**config.mk**
```make
export PLATFORM = sky130hd
export DESIGN_NAME = acc_status_unit
export DESIGN_NICKNAME = d
export VERILOG_FILES = /design/src/rtl/acc_status_pkg.sv /design/src/rtl/acc_prod_scaler.sv /design/src/rtl/acc_operand_ext.sv /design/src/rtl/acc_add_judge.sv /design/src/rtl/acc_status_reg.sv /design/src/rtl/acc_status_unit.sv
export SDC_FILE = /design/constraint.sdc
export NUM_CORES = 1
export LEC_CHECK = 0
export ABC_AREA = 1
export CORE_AREA = 2 2 106 108
export DETAILED_ROUTE_END_ITERATION = 6
export DIE_AREA = 0 0 108 110
export GPL_ROUTABILITY_DRIVEN = 0
export PLACE_DENSITY = 0.78
export SYNTH_ARGS = -nofsm -noshare
export SYNTH_HDL_FRONTEND = slang
export SYNTH_SLANG_ARGS = --single-unit
```
**constraint.sdc**
```tcl
create_clock -name clk -period 2.3 [get_ports clk]
set_input_delay 0.23 -clock clk [delete_from_list [all_inputs] [get_ports clk]]
set_output_delay 0.23 -clock clk [all_outputs]
set_load 0.03 [all_outputs]
```
**src/rtl/acc_status_pkg.sv**
```systemverilog
// Shared layout of the accumulator status word.
// Assumes a 16-bit word: 6-bit counter, 3-bit shift mode, seven single bits.
package acc_status_pkg;
    localparam int OVC_W  = 6;
    localparam int PM_W   = 3;
    localparam int STAT_W = OVC_W + PM_W + 7;

    typedef struct packed {
        logic [OVC_W-1:0] ovc;   // overflow counter
        logic [PM_W-1:0]  pm;    // product-shift mode
        logic             v;     // sticky overflow
        logic             n;     // negative
        logic             z;     // zero
        logic             c;     // carry / not-borrow
        logic             tc;    // test/control, stored only
        logic             ovm;   // saturate on overflow
        logic             sxm;   // sign-extend short operands
    } status_t;
endpackage

```
**src/rtl/acc_prod_scaler.sv**
```systemverilog
// Scales the product by the shift mode: code 0 shifts left one place,
// code 1 passes the product, codes 2 and up shift right arithmetically
// by (code - 1). Purely combinational.
module acc_prod_scaler #(
    parameter int DATA_W = 32,
    parameter int PM_W   = 3
) (
    input  logic [DATA_W-1:0] prod_in,
    input  logic [PM_W-1:0]   pm,
    output logic [DATA_W-1:0] prod_out
);
    localparam int N_MODES = 1 << PM_W;

    logic [DATA_W-1:0] opt [N_MODES];

    // One candidate per shift code; the mode picks one of them.
    for (genvar k = 0; k < N_MODES; k++) begin : g_mode
        if (k == 0) begin : g_left
            assign opt[k] = {prod_in[DATA_W-2:0], 1'b0};
        end else if (k == 1) begin : g_pass
            assign opt[k] = prod_in;
        end else begin : g_right
            assign opt[k] = $unsigned($signed(prod_in) >>> (k - 1));
        end
    end

    assign prod_out = opt[pm];
endmodule

```
**src/rtl/acc_operand_ext.sv**
```systemverilog
// Widens a short operand to the datapath width, filling with its sign
// bit when sxm is set and with zeros otherwise. Assumes OUT_W > IN_W.
module acc_operand_ext #(
    parameter int IN_W  = 16,
    parameter int OUT_W = 32
) (
    input  logic [IN_W-1:0]  op_in,
    input  logic             sxm,
    output logic [OUT_W-1:0] op_out
);
    localparam int PAD_W = OUT_W - IN_W;

    logic fill;

    // Fill bit is the operand sign only in sign-extension mode.
    assign fill   = sxm & op_in[IN_W-1];
    assign op_out = {{PAD_W{fill}}, op_in};
endmodule

```
**src/rtl/acc_add_judge.sv**
```systemverilog
// Derives carry and signed overflow of an add or subtract from the
// operand and sum sign bits, and clamps the result when overflow mode is
// on. Assumes op_sum is a+b or a-b modulo 2^DATA_W.
module acc_add_judge #(
    parameter int DATA_W = 32
) (
    input  logic              op_sub,
    input  logic              op_signed,
    input  logic              ovm,
    input  logic [DATA_W-1:0] op_a,
    input  logic [DATA_W-1:0] op_b,
    input  logic [DATA_W-1:0] op_sum,
    output logic [DATA_W-1:0] result,
    output logic              carry,
    output logic              pos_ovf,
    output logic              neg_ovf
);
    localparam logic [DATA_W-1:0] MAX_POS = {1'b0, {(DATA_W-1){1'b1}}};
    localparam logic [DATA_W-1:0] MAX_NEG = {1'b1, {(DATA_W-1){1'b0}}};

    logic a_msb, b_eff, s_msb, ovf;

    // Subtract is a + ~b + 1, so the effective second sign is inverted.
    assign a_msb = op_a[DATA_W-1];
    assign b_eff = op_b[DATA_W-1] ^ op_sub;
    assign s_msb = op_sum[DATA_W-1];

    // Carry out of the top bit from the majority of a, b and carry-in.
    assign carry = (a_msb & b_eff) | ((a_msb | b_eff) & ~s_msb);

    // Signed overflow: like-signed inputs giving an unlike-signed sum.
    assign ovf     = op_signed & (a_msb == b_eff) & (s_msb != a_msb);
    assign pos_ovf = ovf & ~a_msb;
    assign neg_ovf = ovf & a_msb;

    // Clamp towards the overflow direction when saturation is enabled.
    always_comb begin
        result = op_sum;
        if (ovm && pos_ovf) result = MAX_POS;
        else if (ovm && neg_ovf) result = MAX_NEG;
    end
endmodule

```
**src/rtl/acc_status_reg.sv**
```systemverilog
// Holds the status word. A write loads it whole and takes priority;
// otherwise an update refreshes the flags and steps the counter.
// Assumes pos_ovf/neg_ovf are only raised for signed operations.
module acc_status_reg
    import acc_status_pkg::*;
(
    input  logic              clk,
    input  logic              rst_n,
    input  logic              wr_en,
    input  logic [STAT_W-1:0] wdata,
    input  logic              upd,
    input  logic              op_signed,
    input  logic              op_sub,
    input  logic              carry,
    input  logic              pos_ovf,
    input  logic              neg_ovf,
    input  logic              res_neg,
    input  logic              res_zero,
    output status_t           status
);
    status_t          st_q;
    logic             step_up, step_dn;
    logic [OVC_W-1:0] ovc_next;

    // Counter direction for signed (overflow) and unsigned (carry/borrow).
    always_comb begin
        if (op_signed) begin
            step_up = pos_ovf;
            step_dn = neg_ovf;
        end else begin
            step_up = ~op_sub & carry;
            step_dn = op_sub & ~carry;
        end
    end

    // Next counter value, wrapping modulo 2^OVC_W.
    always_comb begin
        ovc_next = st_q.ovc;
        if (step_up)      ovc_next = st_q.ovc + 1'b1;
        else if (step_dn) ovc_next = st_q.ovc - 1'b1;
    end

    // Status register: reset, write, or flag update.
    always_ff @(posedge clk) begin
        if (!rst_n) begin
            st_q <= '0;
        end else if (wr_en) begin
            st_q <= status_t'(wdata);
        end else if (upd) begin
            st_q.ovc <= ovc_next;
            st_q.v   <= st_q.v | pos_ovf | neg_ovf;
            st_q.n   <= res_neg;
            st_q.z   <= res_zero;
            st_q.c   <= carry;
        end
    end

    assign status = st_q;

    p_write_wins_r10: assert property (@(posedge clk) disable iff (!rst_n)
        wr_en |=> (status == status_t'($past(wdata))));

    p_idle_hold_r10: assert property (@(posedge clk) disable iff (!rst_n)
        (!wr_en && !upd) |=> $stable(status));

    p_tc_held_r10: assert property (@(posedge clk) disable iff (!rst_n)
        !wr_en |=> $stable(status.tc));

    p_v_sticky_r6: assert property (@(posedge clk) disable iff (!rst_n)
        (status.v && !wr_en) |=> status.v);

    p_ovc_up_r4: assert property (@(posedge clk) disable iff (!rst_n)
        (upd && !wr_en && op_signed && pos_ovf)
        |=> (status.ovc == OVC_W'($past(status.ovc) + 1'b1)));

    p_ovc_down_r5: assert property (@(posedge clk) disable iff (!rst_n)
        (upd && !wr_en && !op_signed && op_sub && !carry)
        |=> (status.ovc == OVC_W'($past(status.ovc) - 1'b1)));

    p_carry_r3: assert property (@(posedge clk) disable iff (!rst_n)
        (upd && !wr_en) |=> (status.c == $past(carry)));
endmodule

```
**src/rtl/acc_status_unit.sv**
```systemverilog
// Top of the accumulator status unit: ties the product scaler, operand
// widener, add/sub judge and status register together. Results are
// combinational; the status word changes on the clock edge after op_valid.
module acc_status_unit
    import acc_status_pkg::*;
#(
    parameter int DATA_W = 32,
    parameter int EXT_W  = 16
) (
    input  logic              clk,
    input  logic              rst_n,
    input  logic              op_valid,
    input  logic              op_sub,
    input  logic              op_signed,
    input  logic [DATA_W-1:0] op_a,
    input  logic [DATA_W-1:0] op_b,
    input  logic [DATA_W-1:0] op_sum,
    input  logic [DATA_W-1:0] prod_in,
    input  logic [EXT_W-1:0]  ext_in,
    input  logic              reg_wr_en,
    input  logic [STAT_W-1:0] reg_wdata,
    output logic [DATA_W-1:0] acc_result,
    output logic [DATA_W-1:0] prod_out,
    output logic [DATA_W-1:0] ext_out,
    output logic [STAT_W-1:0] reg_rdata
);
    localparam logic [DATA_W-1:0] SAT_POS = {1'b0, {(DATA_W-1){1'b1}}};
    localparam logic [DATA_W-1:0] SAT_NEG = {1'b1, {(DATA_W-1){1'b0}}};

    status_t st;
    logic    carry, pos_ovf, neg_ovf;

    acc_prod_scaler #(.DATA_W(DATA_W), .PM_W(PM_W)) u_scaler (
        .prod_in  (prod_in),
        .pm       (st.pm),
        .prod_out (prod_out)
    );

    acc_operand_ext #(.IN_W(EXT_W), .OUT_W(DATA_W)) u_ext (
        .op_in  (ext_in),
        .sxm    (st.sxm),
        .op_out (ext_out)
    );

    acc_add_judge #(.DATA_W(DATA_W)) u_judge (
        .op_sub    (op_sub),
        .op_signed (op_signed),
        .ovm       (st.ovm),
        .op_a      (op_a),
        .op_b      (op_b),
        .op_sum    (op_sum),
        .result    (acc_result),
        .carry     (carry),
        .pos_ovf   (pos_ovf),
        .neg_ovf   (neg_ovf)
    );

    acc_status_reg u_status (
        .clk       (clk),
        .rst_n     (rst_n),
        .wr_en     (reg_wr_en),
        .wdata     (reg_wdata),
        .upd       (op_valid),
        .op_signed (op_signed),
        .op_sub    (op_sub),
        .carry     (carry),
        .pos_ovf   (pos_ovf),
        .neg_ovf   (neg_ovf),
        .res_neg   (acc_result[DATA_W-1]),
        .res_zero  (acc_result == '0),
        .status    (st)
    );

    assign reg_rdata = STAT_W'(st);

    p_sat_pos_r8: assert property (@(posedge clk) disable iff (!rst_n)
        (op_valid && st.ovm && pos_ovf) |-> (acc_result == SAT_POS));

    p_sat_neg_r8: assert property (@(posedge clk) disable iff (!rst_n)
        (op_valid && st.ovm && neg_ovf) |-> (acc_result == SAT_NEG));

    p_flags_r7: assert property (@(posedge clk) disable iff (!rst_n)
        (op_valid && !reg_wr_en)
        |=> (st.n == $past(acc_result[DATA_W-1]))
            && (st.z == ($past(acc_result) == '0)));
endmodule

```
==> impl_metrics.env <==
export IMPL_worstMarginPinSlew_ns=0.483
export IMPL_critPathLaunchType="primary input"
export IMPL_portBuffers=185
export IMPL_power_leakage_nw=2.26
export IMPL_cts_num_sinks=16
export IMPL_htreeDepth=1
export IMPL_synth_edf_count=0
export IMPL_dp_hpwl_um=8170
export IMPL_cts_max_path_buffers=2
export IMPL_via_per_inst=4.58
export IMPL_clk_latency_ns=0.25
export IMPL_overflow=0
export IMPL_whs_ns=0.460
export IMPL_routedWlPerCell_um=12.2
export IMPL_largest_reg_flops=16
export IMPL_grt_pass1_wl_um=15400
export IMPL_hold_violations=0
export IMPL_placed_area_sq_mm=0.00447
export IMPL_power_mw=1.86
export IMPL_fin_area_sq_mm=0.00456
export IMPL_holdCritPathClass="primary input to output port"
export IMPL_syn_area_sq_mm=0.00266
export IMPL_cp_max_fo=20
export IMPL_syn_to_final_growth_pct=71.7
export IMPL_antenna_found_initial=0
export IMPL_drtAntennaViolNets=0
export IMPL_p_per_area_mw_per_mm2=407
export IMPL_maxCapViolations=0
export IMPL_avgSynthCellArea_sq_um=5.27
export IMPL_drtIter0Drc=167
export IMPL_die_h_um=110
export IMPL_holdBufCountCts=0
export IMPL_diodes=0
export IMPL_layout_drive_gt1_share=0.170
export IMPL_slew_headroom=0.677
export IMPL_min_period_over_period=0.946
export IMPL_outcome="complete, no violations"
export IMPL_maxSlewViolCount=0
export IMPL_synth_nets=673
export IMPL_synth_ff_type="dfxtp_1"
export IMPL_fin_tns_setup_ns=0
export IMPL_die_x_um=108
export IMPL_period_needed_ns=2.17
export IMPL_dieArea_sq_mm=0.0119
export IMPL_placed_cells=804
export IMPL_required_ns=2.07
export IMPL_routed_wl_um=9860
export IMPL_whs_path_depth=0
export IMPL_ios=278
export IMPL_synth_seq_cells=16
export IMPL_start_util=0.248
export IMPL_cts_tree="done"
export IMPL_vias=3716
export IMPL_grt_usage=0.159
export IMPL_core_sq_mm=0.0107
export IMPL_peakVddDrop_v=0.000365
export IMPL_syn_inst=504
export IMPL_timing_worst_setup_path_type="primary input to output port"
export IMPL_firstDrtPassIters=5
export IMPL_rows=38
export IMPL_yosysSeqAreaShare=0.121
export IMPL_crit_arrival_ns=1.94
export IMPL_drc_errors=0
export IMPL_num_fill_cells=1093
export IMPL_fin_nets=842
export IMPL_crit_path_end_kind="output port"
export IMPL_fin_cells=811
export IMPL_numCtsBuffers=3
export IMPL_yosysWarnings=0
export IMPL_skew_ns=0.00143
export IMPL_fmax_mhz=460
export IMPL_async_flop_share=0
export IMPL_first_global_vias=3311
export IMPL_yosysUniqueCellTypes=33
export IMPL_cts_root_buffer="clkbuf_8"
export IMPL_setup_viol=0
export IMPL_grt_max_degree=30
export IMPL_r2r_cells=14
-- cell families (layout without fill, tap and decap cells) --
family	after synthesis	count (layout)	share of synthesized area
multiplexers	8	8	0.0302
AO/OA/AOI/OAI	101	101	0.198
XOR/XNOR	2	2	0.00660
AND/OR/NAND/NOR	270	270	0.428
adder cells (fa/ha/maj)	3	3	0.0141
buffers and inverters	104	271	0.202
flip-flops	16	16	0.121
-- per-stage QoR --
step / utilization / worst slack (ns)
2_1_floorplan: - / 0.0750
3_3_place_gp: 0.418 / -0.263
3_5_place_dp: 0.418 / -0.321
4_1_cts: 0.424 / 0.0109
5_1_grt: 0.426 / -0.0168
6_report: 0.426 / 0.125
-- timing repair --
action | 4_1_cts | 5_1_grt
resized for setup | 17 | 7
buffers inserted | 3 | 1
endpoints found under the setup margin | 41 | 31
pin swaps | 2 | 2
-- critical path, stage by stage --
cell and delay, ns:
clkdlybuf4s50_1 0.50, inv_2 0.06, ha_4 0.22, inv_1 0.06
nand4_2 0.08, nor2_1 0.13, inv_1 0.07, buf_4 0.18
buf_6 0.17, nand2_1 0.08, buf_4 0.16
-- Yosys cell counts, types with 6 or more instances --
master,instances,area (sq um)
buf_4,35,263
mux2i_1,8,80.1
dfxtp_1,16,320
a21oi_1,16,80.1
o21ai_0,75,375
buf_2,6,30.0
clkbuf_1,15,56.3
nor2_1,23,86.3
nand2_1,190,713
inv_1,38,143
nand3_1,38,190
-- cells in the final DEF (no fill, tap or decap), types with 2 or more instances in the layout --
master and n:
nand2_2 4, mux2i_1 8, nand2_1 189, clkbuf_8 3
a21oi_1 16, nand3_1 37, dlymetal6s2s_1 3, nor2_1 23
nor3_1 3, nor2_2 3, nand4_1 5, buf_4 89
dlygate4sd2_1 12, inv_2 3, ha_1 2, dfxtp_1 15
a31oi_1 4, clkdlybuf4s50_1 119, o21ai_0 75, inv_1 38
-- path summary, 6_finish.rpt --
| check | to | start | slack [ns] |
|---|---|---|---|
| worst max-delay path | acc_result[2] | op_a[31] | 0.13 |
| worst min-delay path | ext_out[9] | ext_in[9] | 0.46 |
| worst max register to register | u_status.status[14]$_SDFFE_PN0P_ | u_status.status[11]$_SDFFE_PN0P_ | 0.76 |
| worst min register to register | u_status.status[15]$_SDFFE_PN0P_ | u_status.status[15]$_SDFFE_PN0P_ | 0.49 |
-- metal layers --
layer,vias to the layer above,global-route usage,routed length (um)
met2,163,0.283,4550
met1,1598,0.184,4010
li1,1941,-,-
met5,-,0,0
met4,0,0.0513,268
met3,14,0.0464,1040
-- area by class of cell --
class | instances | area, sq um | share of cell area
Sequential cell | 16 | 322 | 0.0705
Timing Repair Buffer | 226 | 2040 | 0.447
Clock buffer | 3 | 41.3 | 0.00906
Tap cell | 140 | 175 | 0.0384
Inverter | 42 | 158 | 0.0346
Multi-Input combinational cell | 384 | 1830 | 0.400
-- power by group --
part	internal (mW)	switching, mW
sequential	0.302	0.0302
combinational	0.553	0.756
clock	0.116	0.0995
total	0.972	0.886
No activity file was read; power rests on OpenSTA's default activity.
